--- src/rtl/raster_timing_pkg.sv ---
package raster_timing_pkg;
  localparam int NUM_VALS = 10;
  localparam int NUM_OUTS = 6;

  localparam int IX_HTOTAL = 0;
  localparam int IX_HACT   = 1;
  localparam int IX_HSS    = 2;
  localparam int IX_HSE    = 3;
  localparam int IX_VTOTAL = 4;
  localparam int IX_VACT   = 5;
  localparam int IX_VSS    = 6;
  localparam int IX_VSE    = 7;
  localparam int IX_VBHS   = 8;
  localparam int IX_VBHE   = 9;

  localparam int OB_HBLANK = 0;
  localparam int OB_HSYNC  = 1;
  localparam int OB_VBLANK = 2;
  localparam int OB_VSYNC  = 3;
  localparam int OB_AVID   = 4;
  localparam int OB_ACHROMA = 5;

  typedef struct packed {
    logic run;
    logic frameEnd;
    logic load;
  } ctrlStrobes_t;
endpackage

--- src/rtl/raster_timing_ctrl.sv ---
module raster_timing_ctrl
  import raster_timing_pkg::*;
#(
  parameter int CNT_W = 12,
  parameter bit GEN_ENABLE = 1'b1
) (
  input  logic             clk,
  input  logic             rst,
  input  logic             genEnA,
  input  logic             genEnB,
  input  logic [CNT_W-1:0] hTotal,
  input  logic [CNT_W-1:0] vTotal,
  output logic [CNT_W-1:0] hCnt,
  output logic [CNT_W-1:0] vCnt,
  output ctrlStrobes_t     strb
);
  logic [CNT_W-1:0] hLast;
  logic [CNT_W-1:0] vLast;
  logic lineEnd;

  assign hLast   = hTotal - CNT_W'(1);
  assign vLast   = vTotal - CNT_W'(1);
  assign lineEnd = hCnt >= hLast;

  always_comb begin
    strb.run      = GEN_ENABLE && (genEnA || genEnB);
    strb.frameEnd = strb.run && lineEnd && (vCnt >= vLast);
    strb.load     = !strb.run || strb.frameEnd;
  end

  always_ff @(posedge clk) begin
    if (rst || !strb.run) begin
      hCnt <= '0;
      vCnt <= '0;
    end else if (lineEnd) begin
      hCnt <= '0;
      vCnt <= (vCnt >= vLast) ? '0 : vCnt + CNT_W'(1);
    end else begin
      hCnt <= hCnt + CNT_W'(1);
    end
  end

  // idle keeps both counters at zero
  a_r2_idle_count: assert property (@(posedge clk) disable iff (rst)
    !strb.run |=> (hCnt == '0) && (vCnt == '0));

  // horizontal count stays inside the line
  a_r1_h_range: assert property (@(posedge clk) disable iff (rst)
    (strb.run && $past(strb.run) && hTotal != '0) |-> hCnt < hTotal);

  // vertical count only moves on a line wrap
  a_r1_v_step: assert property (@(posedge clk) disable iff (rst)
    (strb.run && hCnt != '0) |-> $stable(vCnt));
endmodule

--- src/rtl/raster_timing_dp.sv ---
module raster_timing_dp
  import raster_timing_pkg::*;
#(
  parameter int CNT_W = 12,
  parameter logic [NUM_OUTS-1:0] OUT_MASK = '1,
  localparam int BUS_W = NUM_VALS * CNT_W
) (
  input  logic                clk,
  input  logic                rst,
  input  ctrlStrobes_t        strb,
  input  logic [CNT_W-1:0]    hCnt,
  input  logic [CNT_W-1:0]    vCnt,
  input  logic [NUM_VALS-1:0] srcSel,
  input  logic [BUS_W-1:0]    detTiming,
  input  logic [BUS_W-1:0]    hostTiming,
  input  logic [NUM_OUTS-1:0] polarity,
  input  logic                chromaLineSkip,
  input  logic                chromaPixSkip,
  output logic [CNT_W-1:0]    hTotal,
  output logic [CNT_W-1:0]    vTotal,
  output logic [NUM_OUTS-1:0] outQ
);
  logic [BUS_W-1:0] muxed;
  logic [BUS_W-1:0] shadowQ;

  for (genvar i = 0; i < NUM_VALS; i++) begin : g_src
    assign muxed[i*CNT_W +: CNT_W] = srcSel[i] ? hostTiming[i*CNT_W +: CNT_W]
                                               : detTiming[i*CNT_W +: CNT_W];
  end

  always_ff @(posedge clk) begin
    if (rst || strb.load) shadowQ <= muxed;
  end

  logic [CNT_W-1:0] hAct, hsStart, hsEnd, vAct, vsStart, vsEnd, vbHs, vbHe, vLast;
  assign hTotal  = shadowQ[IX_HTOTAL*CNT_W +: CNT_W];
  assign hAct    = shadowQ[IX_HACT*CNT_W +: CNT_W];
  assign hsStart = shadowQ[IX_HSS*CNT_W +: CNT_W];
  assign hsEnd   = shadowQ[IX_HSE*CNT_W +: CNT_W];
  assign vTotal  = shadowQ[IX_VTOTAL*CNT_W +: CNT_W];
  assign vAct    = shadowQ[IX_VACT*CNT_W +: CNT_W];
  assign vsStart = shadowQ[IX_VSS*CNT_W +: CNT_W];
  assign vsEnd   = shadowQ[IX_VSE*CNT_W +: CNT_W];
  assign vbHs    = shadowQ[IX_VBHS*CNT_W +: CNT_W];
  assign vbHe    = shadowQ[IX_VBHE*CNT_W +: CNT_W];
  assign vLast   = vTotal - CNT_W'(1);

  logic [NUM_OUTS-1:0] actHi;
  logic vbOn, vbOff;

  always_comb begin
    vbOn  = (vCnt > vAct) || ((vCnt == vAct) && (hCnt >= vbHs));
    vbOff = (vCnt == vLast) && (hCnt >= vbHe);
    actHi[OB_HBLANK]  = hCnt >= hAct;
    actHi[OB_HSYNC]   = (hCnt >= hsStart) && (hCnt < hsEnd);
    actHi[OB_VBLANK]  = vbOn && !vbOff;
    actHi[OB_VSYNC]   = (vCnt >= vsStart) && (vCnt < vsEnd);
    actHi[OB_AVID]    = (hCnt < hAct) && (vCnt < vAct);
    actHi[OB_ACHROMA] = actHi[OB_AVID] && (!chromaLineSkip || !vCnt[0])
                        && (!chromaPixSkip || !hCnt[0]);
  end

  for (genvar i = 0; i < NUM_OUTS; i++) begin : g_out
    if (OUT_MASK[i]) begin : g_live
      always_ff @(posedge clk) begin
        if (rst || !strb.run) outQ[i] <= ~polarity[i];
        else                  outQ[i] <= actHi[i] ~^ polarity[i];
      end
    end else begin : g_tied
      always_ff @(posedge clk) outQ[i] <= ~polarity[i];

      // a tied-off output always shows its inactive level
      a_r12_tied_off: assert property (@(posedge clk) disable iff (rst)
        !rst |=> outQ[i] == ~$past(polarity[i]));
    end
  end

  // idle drives every output inactive
  a_r2_idle_out: assert property (@(posedge clk) disable iff (rst)
    !strb.run |=> outQ == ~$past(polarity));

  // geometry holds for the whole frame
  a_r11_shadow_hold: assert property (@(posedge clk) disable iff (rst)
    (strb.run && !strb.frameEnd) |=> $stable(shadowQ));
endmodule

--- src/rtl/raster_timing_gen.sv ---
module raster_timing_gen
  import raster_timing_pkg::*;
#(
  parameter int CNT_W = 12,
  parameter bit GEN_ENABLE = 1'b1,
  parameter logic [5:0] OUT_MASK = 6'b111111
) (
  input  logic                      clk,
  input  logic                      rst,
  input  logic                      genEnA,
  input  logic                      genEnB,
  input  logic [5:0]                polarity,
  input  logic                      chromaLineSkip,
  input  logic                      chromaPixSkip,
  input  logic [9:0]                srcSel,
  input  logic [10*CNT_W-1:0]       detTiming,
  input  logic [10*CNT_W-1:0]       hostTiming,
  output logic                      hBlank,
  output logic                      hSync,
  output logic                      vBlank,
  output logic                      vSync,
  output logic                      activeVideo,
  output logic                      activeChroma
);
  ctrlStrobes_t strb;
  logic [CNT_W-1:0] hCnt, vCnt, hTotal, vTotal;
  logic [NUM_OUTS-1:0] outQ;

  raster_timing_ctrl #(.CNT_W(CNT_W), .GEN_ENABLE(GEN_ENABLE)) u_ctrl (
    .clk(clk), .rst(rst), .genEnA(genEnA), .genEnB(genEnB),
    .hTotal(hTotal), .vTotal(vTotal), .hCnt(hCnt), .vCnt(vCnt), .strb(strb)
  );

  raster_timing_dp #(.CNT_W(CNT_W), .OUT_MASK(OUT_MASK)) u_dp (
    .clk(clk), .rst(rst), .strb(strb), .hCnt(hCnt), .vCnt(vCnt),
    .srcSel(srcSel), .detTiming(detTiming), .hostTiming(hostTiming),
    .polarity(polarity), .chromaLineSkip(chromaLineSkip),
    .chromaPixSkip(chromaPixSkip), .hTotal(hTotal), .vTotal(vTotal),
    .outQ(outQ)
  );

  assign hBlank       = outQ[OB_HBLANK];
  assign hSync        = outQ[OB_HSYNC];
  assign vBlank       = outQ[OB_VBLANK];
  assign vSync        = outQ[OB_VSYNC];
  assign activeVideo  = outQ[OB_AVID];
  assign activeChroma = outQ[OB_ACHROMA];
endmodule

--- config.mk ---
export PLATFORM = sky130hd
export DESIGN_NAME = raster_timing_gen
export DESIGN_NICKNAME = d
export VERILOG_FILES = /design/src/rtl/raster_timing_pkg.sv /design/src/rtl/raster_timing_ctrl.sv /design/src/rtl/raster_timing_dp.sv /design/src/rtl/raster_timing_gen.sv
export SDC_FILE = /design/constraint.sdc
export NUM_CORES = 1
export LEC_CHECK = 0
export ABC_AREA = 0
export BUFFER_PORTS_ARGS = -buffer_cell sky130_fd_sc_hd__buf_2
export CORE_AREA = 2 2 236 145
export CTS_CLUSTER_DIAMETER = 50
export DETAILED_ROUTE_END_ITERATION = 16
export DIE_AREA = 0 0 238 147
export GPL_TIMING_DRIVEN = 0
export HOLD_SLACK_MARGIN = 0.05
export PLACE_DENSITY = 0.46
export SETUP_SLACK_MARGIN = 0.05
export SLEW_MARGIN = 20
export SYNTH_ARGS = -nofsm -noshare
export SYNTH_HDL_FRONTEND = slang
export SYNTH_SLANG_ARGS = --single-unit
--- constraint.sdc ---
create_clock -name clk -period 6.4 [get_ports clk]
set_input_delay 0 -clock clk [delete_from_list [all_inputs] [get_ports clk]]
set_output_delay 0 -clock clk [all_outputs]
set_load 0.01 [all_outputs]
==> impl_metrics.csv, run 1 <==
group,metric,value,unit
worst_setup_path,critical_path_class,"register to register",
logic_synthesis,yosysWarnings,0,
logic_synthesis,ys.flop_type,"edfxtp_1",
worst_setup_path,cp-startpoint,"u_dp.shadowQ[4]",
worst_setup_path,crit_chain,"nor4_1, nand2_1, nor4_1, xnor2_1, ha_1, a21o_1, a21o_1, a21oi_1, o21a_1, buf_6, a21oi_1, nand2b_4, buf_12, buf_12",
floorplan,pin_count,268,
power,leakagePower,6.62,nW
logic_synthesis,synth_cell_type_count,48,
logic_synthesis,synth_top_cell_by_area,"edfxtp_1",
route,vias,7901,
logic_synthesis,synthesis.nets,1193,
finish,fillers,3160,
sta,worst_slack,2.54,ns
logic_synthesis,async_flop_share,0,%
finish,syn2layout_area_growth,52.8,%
global_route,grt-ovfl-total,0,
sta,post-route-min-period,3.86,ns
global_route,antenna_found_initial,0,
sta,fin_skew,0.0103,ns
worst_setup_path,endpoint_kind,"register",
finish,stdcell_area,14400,sq um
power,pwr-share-seq,45.0,%
global_route,grt_pass1_vias,7930,
min_path,min-delay-start,"genEnA",
power,p_sw_share,24.2,%
place,io_buffers,267,
logic_synthesis,synth_enable_flop_cells,120,
global_route,grt_max_degree,36,
global_route,grt_pass1_wl,42100,um
logic_synthesis,avgSynthCellArea,11.7,sq um
floorplan,fp-row-count,52,
floorplan,die_y,147,um
place,dpl-instance-area,11400,sq um
sta,tightest_slew,0.960,ns
finish,fin_nets,1730,
cts,numCtsBuffers,17,
job,maxCapViolations,0,
cts,root_buffer,"clkbuf_16",
finish,n_antenna_cell,0,
sta,hold_viol,0,
sta,relSlewSlack,35.4,%
worst_setup_path,path_buf_inv,3,
logic_synthesis,synthTopCellsByCount,"ha_1 (122), edfxtp_1 (120), mux2_2 (120), inv_1 (97), a21oi_1 (34)",
cts,cts_tree,"yes",
route,wl_per_cell,15.2,um
logic_synthesis,synth_seq_area_share,44.6,%
sta,rsz0062_at_grt,"no",
place,hpwl,19600,um
floorplan,die_area,35000,sq um
logic_synthesis,synth.top_cell.area_share,38.2,%
power,power.clock.fraction,35.4,%
worst_setup_path,timing.rr.start,"u_dp.shadowQ[4]",
worst_setup_path,cp.arrival,4.04,ns
worst_setup_path,cpPeakStageDelay,0.43,ns
sta,max_freq,0.259,GHz
sta,drv_slew,0,
place,finalWeightedCongestion,0.756,
worst_setup_path,critPathSlowestCell,"edfxtp_1",
route,drtIter0Drc,363,
worst_setup_path,cp_max_fo,33,
logic_synthesis,synth_cells,809,
run_status,status,"complete, no violations",
logic_synthesis,ys_ff_latch,150,
finish,drive_gt1_share,31.3,%
sta,finalCritPeriodShare,60.3,%
worst_setup_path,crit_required,6.58,ns
logic_synthesis,synthMostInstantiatedCell,"ha_1",
route,postRouteAntennaNets,0,
power,combPwrFrac,19.6,%
sta,setup_viol,0,
floorplan,initial_utilization,28.5,%
worst_setup_path,critPathLaunchType,"register",
floorplan,core_area,33100,sq um
cts,insertion_delay,0.44,ns
worst_setup_path,cp_top_family,"simple AND/OR/NAND/NOR gates",
logic_synthesis,syn-cell-area,9430,sq um
place,place_ws,2.47,ns
cts,ctsResizeCount,0,
cts,clk_pin_slew,0.06,ns
floorplan,die_w,238,um
power,vdd_drop_max,0.207,mV
logic_synthesis,yosys-top-cells-area,"edfxtp_1 (38%), ha_1 (16%), mux2_2 (14%), dfxtp_1 (6.4%), inv_1 (3.9%)",
power,p_int,2.03,mW
global_route,grtUsageTotal,15.9,%
route,drc,0,
route,finalWirelength,27200,um
cts,htreeDepth,4,
route,viasPerCell,4.41,
power,powerDensity,186,nW/um^2
min_path,hold_class,"input port to register",
cts,cts.sinks,150,
route,dr.pass1.iters,5,
cts,max-clock-path-buffers,2,
power,switchingPower,0.648,mW
==> timing repair <==
action	CTS	global route
hold endpoints to repair	128	0
buffers inserted	0	0
hold buffers	248	0
==> power by group through the flow <==
stage	clock network, mW	logic, mW	registers, mW
finish	0.949	0.525	1.20
CTS	0.984	0.532	1.21
global route	1.01	0.593	1.22
detailed placement	0	0.387	1.23
floorplan	0	0.230	1.22
global placement	0	0.378	1.23
==> layout make-up <==
| type | instances | area (sq um) | area share [%] |
|---|---|---|---|
| tap | 432 | 541 | 3.75 |
| buffer | 16 | 70.1 | 0.486 |
| inverter | 97 | 364 | 2.53 |
| clock inverter | 8 | 48.8 | 0.339 |
| sequential | 150 | 4200 | 29.2 |
| clock buffer | 24 | 503 | 3.49 |
| multi-input combinational | 546 | 4800 | 33.3 |
| timing repair buffer | 518 | 3880 | 26.9 |
==> worst paths after layout <==
kind	slack (ns)	cells past startpoint	endpoint
max	2.54	14	u_dp.shadowQ[17]
min	0.12	5	u_ctrl.hCnt[11]
max reg2reg	2.54	14	u_dp.shadowQ[17]
min reg2reg	0.55	1	u_ctrl.hCnt[0]
==> registers in the layout, summed over array words and instances, names as in the netlist <==
register / cells
u_dp.shadowQ: 120
u_ctrl.hCnt: 12
u_ctrl.vCnt: 12
u_dp.outQ: 6
==> cells in the final DEF (no fill, tap or decap), types with 11 or more instances in the layout <==
cell type / n
a211oi_1: 11
a21o_1: 27
a21oi_1: 34
buf_2: 269
clkbuf_16: 18
dfxtp_1: 30
dlygate4sd3_1: 248
edfxtp_1: 120
ha_1: 122
inv_1: 97
mux2_2: 120
nand2_1: 22
nand3_1: 16
nand4_1: 17
nor2_1: 31
nor3_1: 12
o21ai_0: 12
xnor2_1: 20
xor2_1: 16
==> metrics by stage <==
| stage | util [%] | hold WS, ns | cells | setup TNS [ns] | power [mW] |
|---|---|---|---|---|---|
| floorplan | - | 0.0967 | 809 | 0 | 1.45 |
| global placement | 34.2 | 0.194 | 1508 | -155.25 | 1.61 |
| detailed placement | 34.4 | 0.194 | 1511 | 0 | 1.61 |
| CTS | 43.6 | 0.0989 | 1791 | 0 | 2.72 |
| global route | 43.6 | 0.166 | 1791 | 0 | 2.82 |
| finish | 43.6 | 0.121 | 1791 | 0 | 2.68 |
==> layer usage <==
metal / up-vias / part of all wire, % / global-route usage (%)
met1: 3622 / 52 / 23.1
met2: 176 / 42 / 24.3
li1: 4084 / - / -
met4: 0 / 1.1 / 4.22
met3: 19 / 4.2 / 2.78
met5: - / 0 / 0
==> cell families after synthesis <==
family | count (synthesis) | synth area share (%)
xor+xnor | 36 | 3.34
compound gates | 121 | 8.67
mux | 120 | 14.3
fa+ha+maj | 122 | 16.2
buf+inv | 113 | 4.61
flops | 150 | 44.6
simple gates | 147 | 8.27
==> tightest hold or removal path: stages <==
cell	delay, ns
buf_2	0.11
nor2_1	0.09
nor2_1	0.16
nand2_1	0.12
a21oi_1	0.04
(Power assumes the default switching activity.)
==> run 2: changes to the inputs <==
clock period = 3.9 ns   (was 6.4 ns; I/O delays follow)
==> run 2 against run 1 <==
Effect of this change:
- maximum frequency up 6.7%
- die area unchanged
- non-clock buffer count unchanged
- clock power up 60%
- via count up 1.4%
- global-route usage up 0.11 points
- combinational power up 65%
- count of clock-buffer cells in the layout down 1
- clock skew up 0.00051 ns
- largest cell class unchanged
==> impl_metrics.csv, run 2 (synthesis results as in run 1) <==
group,metric,value,unit
route,drc,0,
place,hpwl,19600,um
finish,fillers,3157,
global_route,grt_pass1_wl,42600,um
place,place_ws,-0.230,ns
sta,worst_slack,0.280,ns
global_route,grtUsageTotal,16.0,%
worst_setup_path,endpoint_kind,"register",
route,drtIter0Drc,307,
route,viasPerCell,4.47,
floorplan,core_area,33100,sq um
job,maxCapViolations,0,
power,p_total,4.37,mW
floorplan,die_y,147,um
power,vdd_drop_max,0.320,mV
floorplan,pin_count,268,
sta,relSlewSlack,35.5,%
global_route,grt_pass1_vias,8268,
finish,stdcell_area,14400,sq um
floorplan,die_area,35000,sq um
min_path,hold_depth,5,
route,dr.pass1.iters,4,
finish,syn2layout_area_growth,52.9,%
sta,tightest_slew,0.958,ns
worst_setup_path,r2r_slack,0.28,ns
floorplan,fp-row-count,52,
cts,root_buffer,"clkbuf_16",
worst_setup_path,r2r_cells,11,
sta,max_freq,0.276,GHz
sta,rsz0062_at_grt,"no",
min_path,min_to,"u_ctrl.hCnt[11]",
finish,final-seq-area,4200,sq um
place,finalWeightedCongestion,0.788,
global_route,grt-ovfl-total,0,
cts,cts_tree,"yes",
cts,cts.sinks,150,
cts,clk_pin_slew,0.06,ns
route,postRouteAntennaNets,0,
finish,fin_nets,1731,
cts,max-clock-path-buffers,2,
finish,final_cell_mix,"buf_2 (269), dlygate4sd3_1 (248), ha_1 (122)",
worst_setup_path,critical_path_class,"register to register",
finish,final_common_cell,"buf_2",
finish,largest_reg_flops,120,
worst_setup_path,cp_max_fo,60,
cts,htreeDepth,4,
route,vias,8014,
power,leakagePower,6.60,nW
min_path,hold_class,"input port to register",
finish,reg_top3,"u_dp.shadowQ x120, u_ctrl.hCnt x12, u_ctrl.vCnt x12",
global_route,antenna_found_initial,1,
floorplan,initial_utilization,28.5,%
finish,regMostFlops,"u_dp.shadowQ",
sta,finalCritPeriodShare,92.8,%
run_status,status,"complete, no violations",
place,dpl-instance-area,11400,sq um
place,io_buffers,267,
sta,post-route-min-period,3.62,ns
worst_setup_path,reg2reg_to,"u_dp.shadowQ[36]",
route,wl_per_cell,15.4,um
route,finalWirelength,27600,um
worst_setup_path,crit_required,3.99,ns
finish,multi_input_area,4830,sq um
floorplan,die_w,238,um
cts,numCtsBuffers,17,
sta,fin_skew,0.0108,ns
sta,drv_slew,0,
sta,setup_viol,0,
worst_setup_path,timing.rr.start,"u_dp.shadowQ[55]",
min_path,min-delay-start,"genEnA",
worst_setup_path,cp.arrival,3.71,ns
finish,drive_gt1_share,31.8,%
power,powerDensity,303,nW/um^2
cts,insertion_delay,0.44,ns
sta,hold_viol,0,
sta,fin_hold_ws,0.190,ns
global_route,grt_max_degree,32,
worst_setup_path,critPathLaunchType,"register",
[run 2: metal layers]
metal / GRT usage (%) / routed length, um / part of all wire, % / up-vias
met5: 0 / 0 / 0 / -
met4: 4.84 / 345 / 1.3 / 0
met3: 3.16 / 1120 / 4.1 / 24
met2: 24.0 / 11700 / 42 / 177
met1: 23.2 / 14400 / 52 / 3727
li1: - / - / - / 4086
[run 2: power breakdown]
| part | switching (mW) | internal [mW] | total, mW |
|---|---|---|---|
| Sequential | 0.0709 | 1.91 | 1.98 |
| Combinational | 0.339 | 0.527 | 0.866 |
| Clock | 0.662 | 0.858 | 1.52 |
| Total | 1.07 | 3.29 | 4.37 |
[run 2: critical path, stage by stage, from the launching register on]
cell,delay (ns)
edfxtp_1,0.43
or4_1,0.58
nor3_1,0.20
xnor2_1,0.11
ha_1,0.32
nand4_1,0.14
nor3_1,0.27
a221oi_2,0.11
a21oi_2,0.29
nand2b_4,0.21
buf_12,0.20
buf_12,0.30
[run 2: worst max-delay path by stage]
stage / start / end / slack, ns / cells past startpoint
5_1_grt: u_dp.shadowQ[4] / u_dp.shadowQ[16] / 0.06 / 14
3_5_place_dp: u_dp.shadowQ[4] / u_dp.shadowQ[17] / -0.23 / 15
4_1_cts: u_dp.shadowQ[4] / u_dp.shadowQ[16] / 0.1 / 15
6_report: u_dp.shadowQ[55] / u_dp.shadowQ[36] / 0.28 / 11
3_3_place_gp: u_dp.shadowQ[4] / u_dp.shadowQ[112] / -0.54 / 12
2_1_floorplan: u_dp.shadowQ[4] / u_dp.shadowQ[0] / 0.35 / 12
[run 2: area by class of cell]
class	count	area share, %
multi-input cells	547	33.5
flip-flops and latches	150	29.2
repair buffers	518	26.8
well taps	432	3.75
clock buffers	23	3.32
inverters	97	2.53
plain buffers	16	0.486
clock inverters	9	0.391
diodes	1	0.0174
[run 2: per-stage QoR]
| stage | std cells | utilization (%) | TNS [ns] |
|---|---|---|---|
| after floorplan | 809 | - | 0 |
| after global placement | 1508 | 34.2 | -63.29 |
| after detailed placement | 1511 | 34.4 | -7.79 |
| after CTS | 1793 | 43.6 | 0 |
| after global routing | 1793 | 43.6 | 0 |
| final | 1793 | 43.6 | 0 |
[run 2: timing repair]
item | in CTS | in global routing
hold endpoints to repair | 127 | 0
buffers inserted | 1 | 0
pin swaps | 0 | 0
gates resized for setup | 1 | 4
hold buffers | 248 | 0
cloned | 1 | 0
setup endpoints to repair | 60 | 67
